==> config.mk <==
export PLATFORM = sky130hd
export DESIGN_NAME = rcc_timer
export DESIGN_NICKNAME = d
export VERILOG_FILES = /design/src/rtl/rcc_pkg.sv /design/src/rtl/rcc_sync_edge.sv /design/src/rtl/rcc_counter.sv /design/src/rtl/rcc_compare.sv /design/src/rtl/rcc_flags.sv /design/src/rtl/rcc_timer.sv
export SDC_FILE = /design/constraint.sdc
export NUM_CORES = 1
export LEC_CHECK = 0
export ABC_AREA = 0
export BUFFER_PORTS_ARGS = -buffer_cell sky130_fd_sc_hd__buf_2
export CAP_MARGIN = 10
export CORE_ASPECT_RATIO = 0.5
export CORE_MARGIN = 1.5
export CORE_UTILIZATION = 51
export DETAILED_ROUTE_END_ITERATION = 7
export GPL_TIMING_DRIVEN = 0
export PLACE_DENSITY = 0.85
export SLEW_MARGIN = 15
export SYNTH_ARGS = -nofsm -noshare
export SYNTH_HDL_FRONTEND = slang
export SYNTH_HIERARCHICAL = 1
export SYNTH_SLANG_ARGS = --single-unit
==> constraint.sdc <==
create_clock -name clk -period 3.5 [get_ports clk]
set_input_delay 0.175 -clock clk [delete_from_list [all_inputs] [get_ports clk]]
set_output_delay 0.175 -clock clk [all_outputs]
set_load 0.1 [all_outputs]
==> src/rtl/rcc_pkg.sv <==
// Package rcc_pkg
// Shared encodings for the reload-capture-compare timer: the per-input mode
// word layout and the flag bit order. Assumes three modes and three flags.
package rcc_pkg;
    localparam int MODE_W   = 3;
    localparam int NFLAG    = 3;
    localparam int NEVT     = 2;

    // mode word bit positions
    localparam int MB_START  = 0;
    localparam int MB_CAPT   = 1;
    localparam int MB_RELOAD = 2;

    // flag bit positions
    localparam int FB_RELOAD = 0;
    localparam int FB_CAPT   = 1;
    localparam int FB_CMP    = 2;

    typedef struct packed {
        logic reload;
        logic capt;
        logic start;
    } evt_mode_t;
endpackage

==> src/rtl/rcc_sync_edge.sv <==
// Module rcc_sync_edge
// Brings an asynchronous input into the clock domain through STAGES flops
// and flags a rising edge with one extra flop. Assumes STAGES >= 2.
module rcc_sync_edge #(
    parameter int STAGES = 2
) (
    input  logic clk,
    input  logic rst_n,
    input  logic din,
    output logic rise
);
    logic [STAGES:0] sh;

    // shift the input through the synchronizer and the edge flop
    always_ff @(posedge clk) begin
        if (!rst_n) sh <= '0;
        else        sh <= {sh[STAGES-1:0], din};
    end

    assign rise = sh[STAGES-1] & ~sh[STAGES];

    AST_RISE_ONE_CYCLE: assert property (@(posedge clk) disable iff (!rst_n)
        rise |=> !rise);
endmodule

==> src/rtl/rcc_counter.sv <==
// Module rcc_counter
// Down-counter with zero reload and forced reload; registers the overflow
// pulse. Assumes step is already gated by run and the start condition.
module rcc_counter #(
    parameter int W = 16
) (
    input  logic         clk,
    input  logic         rst_n,
    input  logic         run,
    input  logic         step,
    input  logic         ext_load,
    input  logic [W-1:0] rl_val,
    output logic [W-1:0] count,
    output logic         zero,
    output logic         zero_evt,
    output logic         ovf_q
);
    assign zero     = (count == '0);
    assign zero_evt = step & zero & ~ext_load;

    // advance, reload or freeze the counter and register the overflow pulse
    always_ff @(posedge clk) begin
        if (!rst_n || !run) begin
            count <= '0;
            ovf_q <= 1'b0;
        end else begin
            ovf_q <= zero_evt;
            if (ext_load)  count <= rl_val;
            else if (step) count <= zero ? rl_val : count - 1'b1;
        end
    end

    AST_TICK_DEC: assert property (@(posedge clk) disable iff (!rst_n)
        (run && step && !zero && !ext_load) |=> count == W'($past(count) - 1'b1));
    AST_IDLE_HOLD: assert property (@(posedge clk) disable iff (!rst_n)
        (run && !step && !ext_load) |=> $stable(count));
    AST_ZERO_RELOAD: assert property (@(posedge clk) disable iff (!rst_n)
        (run && step && zero && !ext_load) |=> (count == $past(rl_val) && ovf_q));
    AST_EXT_LOAD: assert property (@(posedge clk) disable iff (!rst_n)
        (run && ext_load) |=> (count == $past(rl_val) && !ovf_q));
    AST_RUN_OFF: assert property (@(posedge clk) disable iff (!rst_n)
        !run |=> (count == '0 && !ovf_q));
endmodule

==> src/rtl/rcc_compare.sv <==
// Module rcc_compare
// Masked comparator and PWM level: set on zero reload, cleared on match,
// zero reload wins. Assumes step and zero_evt come from the counter stage.
module rcc_compare #(
    parameter int W = 16
) (
    input  logic         clk,
    input  logic         rst_n,
    input  logic         run,
    input  logic         step,
    input  logic         zero_evt,
    input  logic [W-1:0] count,
    input  logic [W-1:0] cmp_val,
    input  logic [W-1:0] mask_val,
    output logic         match_evt,
    output logic         pwm_q
);
    logic match;

    assign match     = (((count ^ cmp_val) & mask_val) == '0);
    assign match_evt = step & match;

    // update the PWM level from reload and match events
    always_ff @(posedge clk) begin
        if (!rst_n || !run) pwm_q <= 1'b0;
        else if (zero_evt)  pwm_q <= 1'b1;
        else if (match_evt) pwm_q <= 1'b0;
    end

    AST_ZERO_SETS_PWM: assert property (@(posedge clk) disable iff (!rst_n)
        (run && zero_evt) |=> pwm_q);
    AST_MATCH_CLEARS_PWM: assert property (@(posedge clk) disable iff (!rst_n)
        (run && match_evt && !zero_evt) |=> !pwm_q);
    AST_PWM_HOLD: assert property (@(posedge clk) disable iff (!rst_n)
        (run && !zero_evt && !match_evt) |=> $stable(pwm_q));
endmodule

==> src/rtl/rcc_flags.sv <==
// Module rcc_flags
// Sticky event flags with write-one-to-clear strobes (set wins) and an
// enabled OR onto one interrupt. Assumes set and clr are single-cycle strobes.
module rcc_flags #(
    parameter int N = 3
) (
    input  logic         clk,
    input  logic         rst_n,
    input  logic [N-1:0] set,
    input  logic [N-1:0] clr,
    input  logic [N-1:0] en,
    output logic [N-1:0] flags,
    output logic         irq
);
    // hold, clear or set each flag
    always_ff @(posedge clk) begin
        if (!rst_n) flags <= '0;
        else        flags <= (flags & ~clr) | set;
    end

    assign irq = |(flags & en);

    AST_FLAG_SET: assert property (@(posedge clk) disable iff (!rst_n)
        (|set) |=> ((flags & $past(set)) == $past(set)));
    AST_FLAG_CLR: assert property (@(posedge clk) disable iff (!rst_n)
        (|(clr & ~set)) |=> ((flags & $past(clr & ~set)) == '0));
    AST_FLAG_KEEP: assert property (@(posedge clk) disable iff (!rst_n)
        (set == '0 && clr == '0) |=> $stable(flags));
endmodule

==> src/rtl/rcc_timer.sv <==
// Module rcc_timer
// Top of the reload-capture-compare timer: decodes event modes, gates the
// count with run and start state, captures, and applies pin polarity.
// Assumes tick is a one-clock enable from an external prescaler.
module rcc_timer
    import rcc_pkg::*;
#(
    parameter int W      = 16,
    parameter int STAGES = 2
) (
    input  logic              clk,
    input  logic              rst_n,
    input  logic              run,
    input  logic              tick,
    input  logic [W-1:0]      reload_val,
    input  logic [W-1:0]      cmp_val,
    input  logic [W-1:0]      mask_val,
    input  logic [NEVT-1:0]   evt_in,
    input  logic [MODE_W-1:0] evt_mode_0,
    input  logic [MODE_W-1:0] evt_mode_1,
    input  logic              pwm_inv,
    input  logic              ovf_inv,
    input  logic [NFLAG-1:0]  irq_en,
    input  logic [NFLAG-1:0]  irq_clr,
    output logic [W-1:0]      count,
    output logic [W-1:0]      cap,
    output logic              pwm,
    output logic              ovf,
    output logic [NFLAG-1:0]  flags,
    output logic              irq
);
    evt_mode_t         modes [NEVT];
    logic [NEVT-1:0]   rise, sel_start, sel_capt, sel_rel;
    logic              started, free_run, active, step;
    logic              start_evt, capt_evt, ext_load;
    logic              zero, zero_evt, ovf_q, match_evt, pwm_q;
    logic [NFLAG-1:0]  flag_set;

    assign modes[0] = evt_mode_t'(evt_mode_0);
    assign modes[1] = evt_mode_t'(evt_mode_1);

    for (genvar i = 0; i < NEVT; i++) begin : g_evt
        rcc_sync_edge #(.STAGES(STAGES)) u_sync (
            .clk  (clk),
            .rst_n(rst_n),
            .din  (evt_in[i]),
            .rise (rise[i])
        );
        assign sel_start[i] = modes[i].start;
        assign sel_capt[i]  = modes[i].capt;
        assign sel_rel[i]   = modes[i].reload;
    end

    assign start_evt = |(rise & sel_start);
    assign capt_evt  = run & |(rise & sel_capt);
    assign ext_load  = run & |(rise & sel_rel);
    assign free_run  = ~|sel_start;
    assign active    = run & (free_run | started);
    assign step      = active & tick;

    // remember that a start edge has been seen; forgotten while frozen
    always_ff @(posedge clk) begin
        if (!rst_n || !run) started <= 1'b0;
        else if (start_evt) started <= 1'b1;
    end

    // copy the live count on a capture edge
    always_ff @(posedge clk) begin
        if (!rst_n)        cap <= '0;
        else if (capt_evt) cap <= count;
    end

    rcc_counter #(.W(W)) u_cnt (
        .clk     (clk),
        .rst_n   (rst_n),
        .run     (run),
        .step    (step),
        .ext_load(ext_load),
        .rl_val  (reload_val),
        .count   (count),
        .zero    (zero),
        .zero_evt(zero_evt),
        .ovf_q   (ovf_q)
    );

    rcc_compare #(.W(W)) u_cmp (
        .clk      (clk),
        .rst_n    (rst_n),
        .run      (run),
        .step     (step),
        .zero_evt (zero_evt),
        .count    (count),
        .cmp_val  (cmp_val),
        .mask_val (mask_val),
        .match_evt(match_evt),
        .pwm_q    (pwm_q)
    );

    assign flag_set[FB_RELOAD] = zero_evt | ext_load;
    assign flag_set[FB_CAPT]   = capt_evt;
    assign flag_set[FB_CMP]    = match_evt;

    rcc_flags #(.N(NFLAG)) u_flg (
        .clk  (clk),
        .rst_n(rst_n),
        .set  (flag_set),
        .clr  (irq_clr),
        .en   (irq_en),
        .flags(flags),
        .irq  (irq)
    );

    assign pwm = pwm_q ^ pwm_inv;
    assign ovf = ovf_q ^ ovf_inv;

    AST_CAPTURE: assert property (@(posedge clk) disable iff (!rst_n)
        capt_evt |=> cap == $past(count));
    AST_CAP_HOLD: assert property (@(posedge clk) disable iff (!rst_n)
        !capt_evt |=> $stable(cap));
    AST_START_GATE: assert property (@(posedge clk) disable iff (!rst_n)
        (run && !free_run && !started && !ext_load) |=> $stable(count));
    AST_FROZEN_NO_EVENT: assert property (@(posedge clk) disable iff (!rst_n)
        !run |=> $stable(cap));
endmodule

==> metrics.txt, run 1 <==
CP max FO 10; TritonCTS clock tree built; # placed instances roughly 460; initial cell density of the core roughly 54%; Pwr Density about 400 nW/um^2; CP Class flop to flop; clk buf depth 2; starting DRC count in detailed routing between 100 and 150; number of global-route vias before repair roughly 2.4k; H-tree Lvls 2; outcome finished, final reports clean; Ports 106; Mapped Area around 2500 sq um; via count about 2.6k; Num CTS Buffers 5; post-synthesis async set-or-reset flop share 0%; Residual DRC 0; peak supply drop between 0.2 and 0.3 mV; WL/cell between 15 and 20 microns; drt first pass iters 5; crit share post-route between 70 and 80%; worst min-delay path class primary input to flop; clk root buf clkbuf_8; Die H about 52 microns; unrepaired setup endpoints after global routing no; Crit. End Element flop; Layout Area Growth over Synthesis 29.5%; Setup crit start kind flop; Yosys reg bits 44; reg-to-reg setup timing slack between 1000 and 1500 ps; Core Util, Final slightly above 70%; Std-Cell Core Area approximately 4500 sq um; initial antenna violation count 0; Clock transition at path regs 90 ps; Worst slew margin about two thirds; die area between 5000 and 6000 sq um; GRT Overall Usage between 20% and 30%; Antenna Cells 0; final hold vios 0; slowest stage delay, CP just under 400 ps; Worst-Margin Slew between 500 and 600 ps; vias per cell around 5.6; CP cell instances nor2b_4 -> a22oi_1 -> nor2b_1 -> clkbuf_1 -> inv_1 -> nand2_1 -> nor2_1 -> or2_2 -> o21a_1; Yosys top cell area share between 30% and 40%; layout cell share with drive strength beyond 1 approximately a third; RD Place Congestion 0.937; critical path's slowest cell clkbuf_1; Reg2Reg Launch Point g_evt[0].u_sync/sh[1]; clk_lat worst skew roughly 300 ps; Worst setup startpoint g_evt[0].u_sync/sh[1]; maximum clock frequency a little over 400 MHz; IO buf count around 110; fin cells 469; Reg2Reg Capture Point u_flg/flags[0]; Fin Clk Skew 8.79 ps; r2r worst-path depth 9; arrival time at the worst endpoint 2680 ps; max cap viols 0; Synthesis Warnings 6; Post-synth EDFFs 0; sequential share of the synthesized area between 30% and 40%; post-layout net count 472; Post-Route WL about 7500 microns; first-pass GRT wire length about 12000 microns; setup TNS 0 ps; cts hold-fix bufs 0; WP data required 3710 ps; Leak Pwr around 0.0015 uW; Post-synth top cells nand2_1 (49), dfxtp_1 (44), xor2_1 (18), mux2i_1 (16), nor2_1 (14); largest net degree at the start of global routing 15; FP Rows 17; count leader, synth nand2_1; Syn Nets between 300 and 400; Gate Count Post-Synth 290; Routed Antenna Nets 0; synth unique cells between 50 and 60; synth top area cells dfxtp_1 (36%), nand2_1 (7.5%), mux2i_1 (6.5%); gr ovfl total 0; CTS sink cnt 44; crit path to u_flg/flags[0]; syn_area_per_cell approximately 8.5 sq um; post-CTS setup buffers 0; Die Wd 101 microns; Synth area leader dfxtp_1; Setup-failing EPs final 0; DPL Wire Length roughly 5700 microns; Max Slew Vio Count 0; Synth Flop Type dfxtp_1; cts repair resizes 0; minimum clock period after layout ~2500 ps
[final cells by class]
class	count	area [sq um]
Buffer	14	87.6
Clock buffer	6	82.6
Clock inverter	2	38.8
Fill cell	372	1330
Inverter	7	26.3
Multi-Input combinational cell	225	1470
Sequential cell	44	881
Tap cell	66	82.6
Timing Repair Buffer	105	526
[per-stage QoR]
stage / cell area [sq um] / setup slack (ps) / total power (uW) / hold WS, ps
global route: 3200 / 924 / 1350 / 64.4
global placement: 3080 / 1100 / 868 / 383
detailed placement: 3080 / 1110 / 872 / 383
floorplan: 2470 / 816 / 774 / 289
finish: 3200 / 1020 / 1290 / 69.2
CTS: 3200 / 1080 / 1290 / 71.7
[kinds of logic after synthesis]
| group | Yosys count | synth area share, % |
|---|---|---|
| xor+xnor | 18 | 6.39 |
| fa+ha+maj | 2 | 1.01 |
| flops | 44 | 35.7 |
| simple gates | 130 | 29.7 |
| buf+inv | 21 | 4.61 |
| mux | 16 | 6.49 |
| compound gates | 59 | 16.1 |
[flip-flops by register name, summed over array words and instances, names as in the netlist]
signal	cells
cap	16
u_cmp/pwm_q	1
started	1
u_flg/flags	3
u_cnt/ovf_q	1
g_evt.u_sync/sh	6
u_cnt/count	16
[worst max-delay path: cells and delay by family, from the launching register on]
kind	cells	cell delay, ps
and+or+nand+nor	5	1160
buffers and inverters	2	600
DFF	1	330
AOI/OAI and AO/OA	2	280
[report_power, final]
part	internal (uW)	switching, uW	leakage (uW)
combinational	121	217	0.00104
sequential	511	18.9	0.000356
clock	234	185	0.0000614
[metal layers]
layer / wire length (microns) / track usage [%] / share of wire [%]
met5: 0 / 0 / 0
met4: 66 / 7.64 / 0.88
met3: 550 / 6.40 / 7.3
met2: 3560 / 48.1 / 47
met1: 3330 / 39.4 / 44
[how the worst min path moves through the flow]
stage                          from                    end  slack, ps  cells past startpoint
after global routing      evt_in[1]  g_evt[1].u_sync/sh[0]         60                      2
after global placement    evt_in[1]  g_evt[1].u_sync/sh[0]        380                      2
final                     evt_in[1]  g_evt[1].u_sync/sh[0]         70                      2
after CTS                 evt_in[1]  g_evt[1].u_sync/sh[0]         70                      2
after floorplan                 run                started        290                      2
after detailed placement  evt_in[1]  g_evt[1].u_sync/sh[0]        380                      2
[cells in the final DEF (no fill, tap or decap), drive strengths merged, types with 8 or more instances in the layout]
cell type  synthesis  final
a22oi             10     10
nand2             49     49
nor2              14     14
nand3              8      8
xor2              18     18
mux2i             16     16
nor3               9      9
dfxtp             44     44
o21ai             14     14
and2              11     11
clkbuf             6     12
a21oi             10     10
nor4              10     10
buf                8    113
No activity file was read; power rests on OpenSTA's default activity.
==> run 2: changes to the inputs <==
--- a/config.mk
+++ b/config.mk
@@ -5,15 +5,15 @@
 export SDC_FILE = /design/constraint.sdc
 export NUM_CORES = 1
 export LEC_CHECK = 0
-export ABC_AREA = 0
+export ABC_AREA = 1
 export BUFFER_PORTS_ARGS = -buffer_cell sky130_fd_sc_hd__buf_2
 export CAP_MARGIN = 10
 export CORE_ASPECT_RATIO = 0.5
 export CORE_MARGIN = 1.5
-export CORE_UTILIZATION = 51
+export CORE_UTILIZATION = 45
 export DETAILED_ROUTE_END_ITERATION = 7
 export GPL_TIMING_DRIVEN = 0
-export PLACE_DENSITY = 0.85
+export PLACE_DENSITY = 0.77
 export SLEW_MARGIN = 15
 export SYNTH_ARGS = -nofsm -noshare
 export SYNTH_HDL_FRONTEND = slang
==> constraint.sdc (replaced) <==
create_clock -name clk -period 2.1 [get_ports clk]
set_input_delay 0.105 -clock clk [delete_from_list [all_inputs] [get_ports clk]]
set_output_delay 0.105 -clock clk [all_outputs]
set_load 0.1 [all_outputs]
==> run 2 against run 1 <==
Effect of this change: clock power rose by 90%; register-to-register slack got worse by 760 ps; sequential cell count did not move; sequential share of layout area fell by 3.4 points; highest routed layer unchanged.
==> metrics.txt, run 2 <==
outcome finished, final reports clean; Antenna Cells 0; Gate Count Post-Synth approximately 460; H-tree Lvls 2; fin cells 659; WL/cell approximately 11 microns; worst min-delay path class primary input to flop; die area 6860 sq um; crit share post-route between 80% and 90%; Residual DRC 0; largest net degree at the start of global routing 15; initial antenna violation count 0; initial cell density of the core between 40 and 50%; Layout Area Growth over Synthesis 28.5%; GRT Overall Usage 22.9%; number of global-route vias before repair ~2.7k; Num CTS Buffers 5; Routed Antenna Nets 0; # placed instances between 600 and 700; drt first pass iters 5; max cap viols 0; unrepaired setup endpoints after global routing no; layout cell share with drive strength beyond 1 between 20 and 30%; cts repair resizes 0; Ports ~110; clk_lat worst skew roughly 290 ps; Clock transition at path regs roughly 60 ps; CP Class flop to flop; maximum clock frequency ~550 MHz; CP most frequent cell nand2_1; Pwr Density slightly below 700 nW/um^2; Max Slew Vio Count 0; most frequent cells in the layout nand2_1 (129), buf_2 (109), inv_1 (73); Die Wd between 100 and 150 microns; Crit. End Element flop; critical path's slowest cell clkbuf_1; Sw Share a little over a third; Setup-failing EPs final 0; setup TNS 0 ps; peak supply drop about 0.36 mV; FP Rows 20; CP cell instances inv_1 -> nor2_2 -> nand2_1 -> nand2_1 -> nand2_1 -> inv_1 -> nor2_4 -> inv_2 -> clkbuf_1 -> o21ai_0 -> a21oi_2; slowest stage delay, CP roughly 360 ps; CP max FO 10; Worst-Margin Slew 500 ps; Die H between 50 and 60 microns; via count 3054; Seq pwr share between 30% and 40%; Clk pwr share between 30% and 40%; RD Place Congestion ~0.9; gr ovfl total 0; Mapped Area 2850 sq um; arrival time at the worst endpoint 2050 ps; clk buf depth 2; IO buf count approximately 110; Core Util, Final 60.0%; final hold vios 0; minimum clock period after layout ~1800 ps; largest registers cap (16), u_cnt/count (16), g_evt.u_sync/sh (6); WP data required 2320 ps; Comb pwr share 31.4%; most common cell after layout, fill and taps aside nand2_1; Int Pwr between 1500 and 2000 uW; starting DRC count in detailed routing ~180; hold slack around 64 ps; Setup crit start kind flop; Std-Cell Core Area slightly above 6000 sq um; Fin Clk Skew approximately 6.4 ps; Syn Nets 526; post-layout net count 640; sw power just under 900 uW; syn_area_per_cell between 6 and 7 sq um; Synthesis Warnings 6; filler cell count ~630; vias per cell between 4 and 5; Worst slew margin approximately two thirds; Leak Pwr roughly 0.002 uW; TritonCTS clock tree built; Pwr Total 2470 uW; clk root buf clkbuf_16; Post-Route WL roughly 7500 microns; CTS sink cnt between 40 and 50; first-pass GRT wire length approximately 12000 microns; DPL Wire Length between 5000 and 6000 microns
[run 2: area by class of cell]
class	count	area, sq um	area share, %
clock buffer	6	139	3.79
sequential	44	883	24.1
buffer	13	120	3.28
timing repair buffer	107	546	14.9
tap	88	110	3.00
clock inverter	2	15.0	0.410
multi-input combinational	324	1570	42.8
inverter	75	282	7.68
[run 2: worst paths after layout]
check | end | startpoint | slack [ps] | cells after the start
setup / recovery | u_cnt/count[7] | g_evt[1].u_sync/sh[1] | 270 | 11
hold reg to reg | g_evt[1].u_sync/sh[1] | g_evt[1].u_sync/sh[0] | 410 | 2
hold / removal | u_flg/flags[0] | irq_clr[0] | 60 | 4
setup reg to reg | u_cnt/count[7] | g_evt[1].u_sync/sh[1] | 270 | 11
[run 2: layer usage]
metal  vias up  GRT usage [%]  share of wire [%]
li1       1636              -                  -
met1      1325           32.7                 49
met4         0           4.94               0.53
met5         -              0                  0
met2        89           36.8                 44
met3         4           3.89                6.3
[run 2: critical path: cells and delay by family, from the launching register on]
| kind | cells | cell delay, ps |
|---|---|---|
| compound gates | 2 | 300 |
| simple gates | 5 | 480 |
| flops | 1 | 330 |
| buf+inv | 4 | 670 |
[run 2: power by group through the flow]
stage / Clock, uW / Sequential, uW / Combinational [uW]
2_1_floorplan: 0 / 1070 / 433
3_3_place_gp: 0 / 916 / 758
3_5_place_dp: 0 / 916 / 764
4_1_cts: 813 / 898 / 773
5_1_grt: 853 / 902 / 851
6_report: 798 / 898 / 775
[run 2: per-stage QoR]
stage	worst slack [ps]	cell area, sq um
after CTS	271	3660
after detailed placement	232	3490
after global routing	28.8	3660
after floorplan	51.9	2860
final	267	3660
after global placement	251	3490
[run 2: repair_timing]
action,CTS,global route
hold buffers,2,0
hold endpoints to repair,2,0
setup buffers,0,0
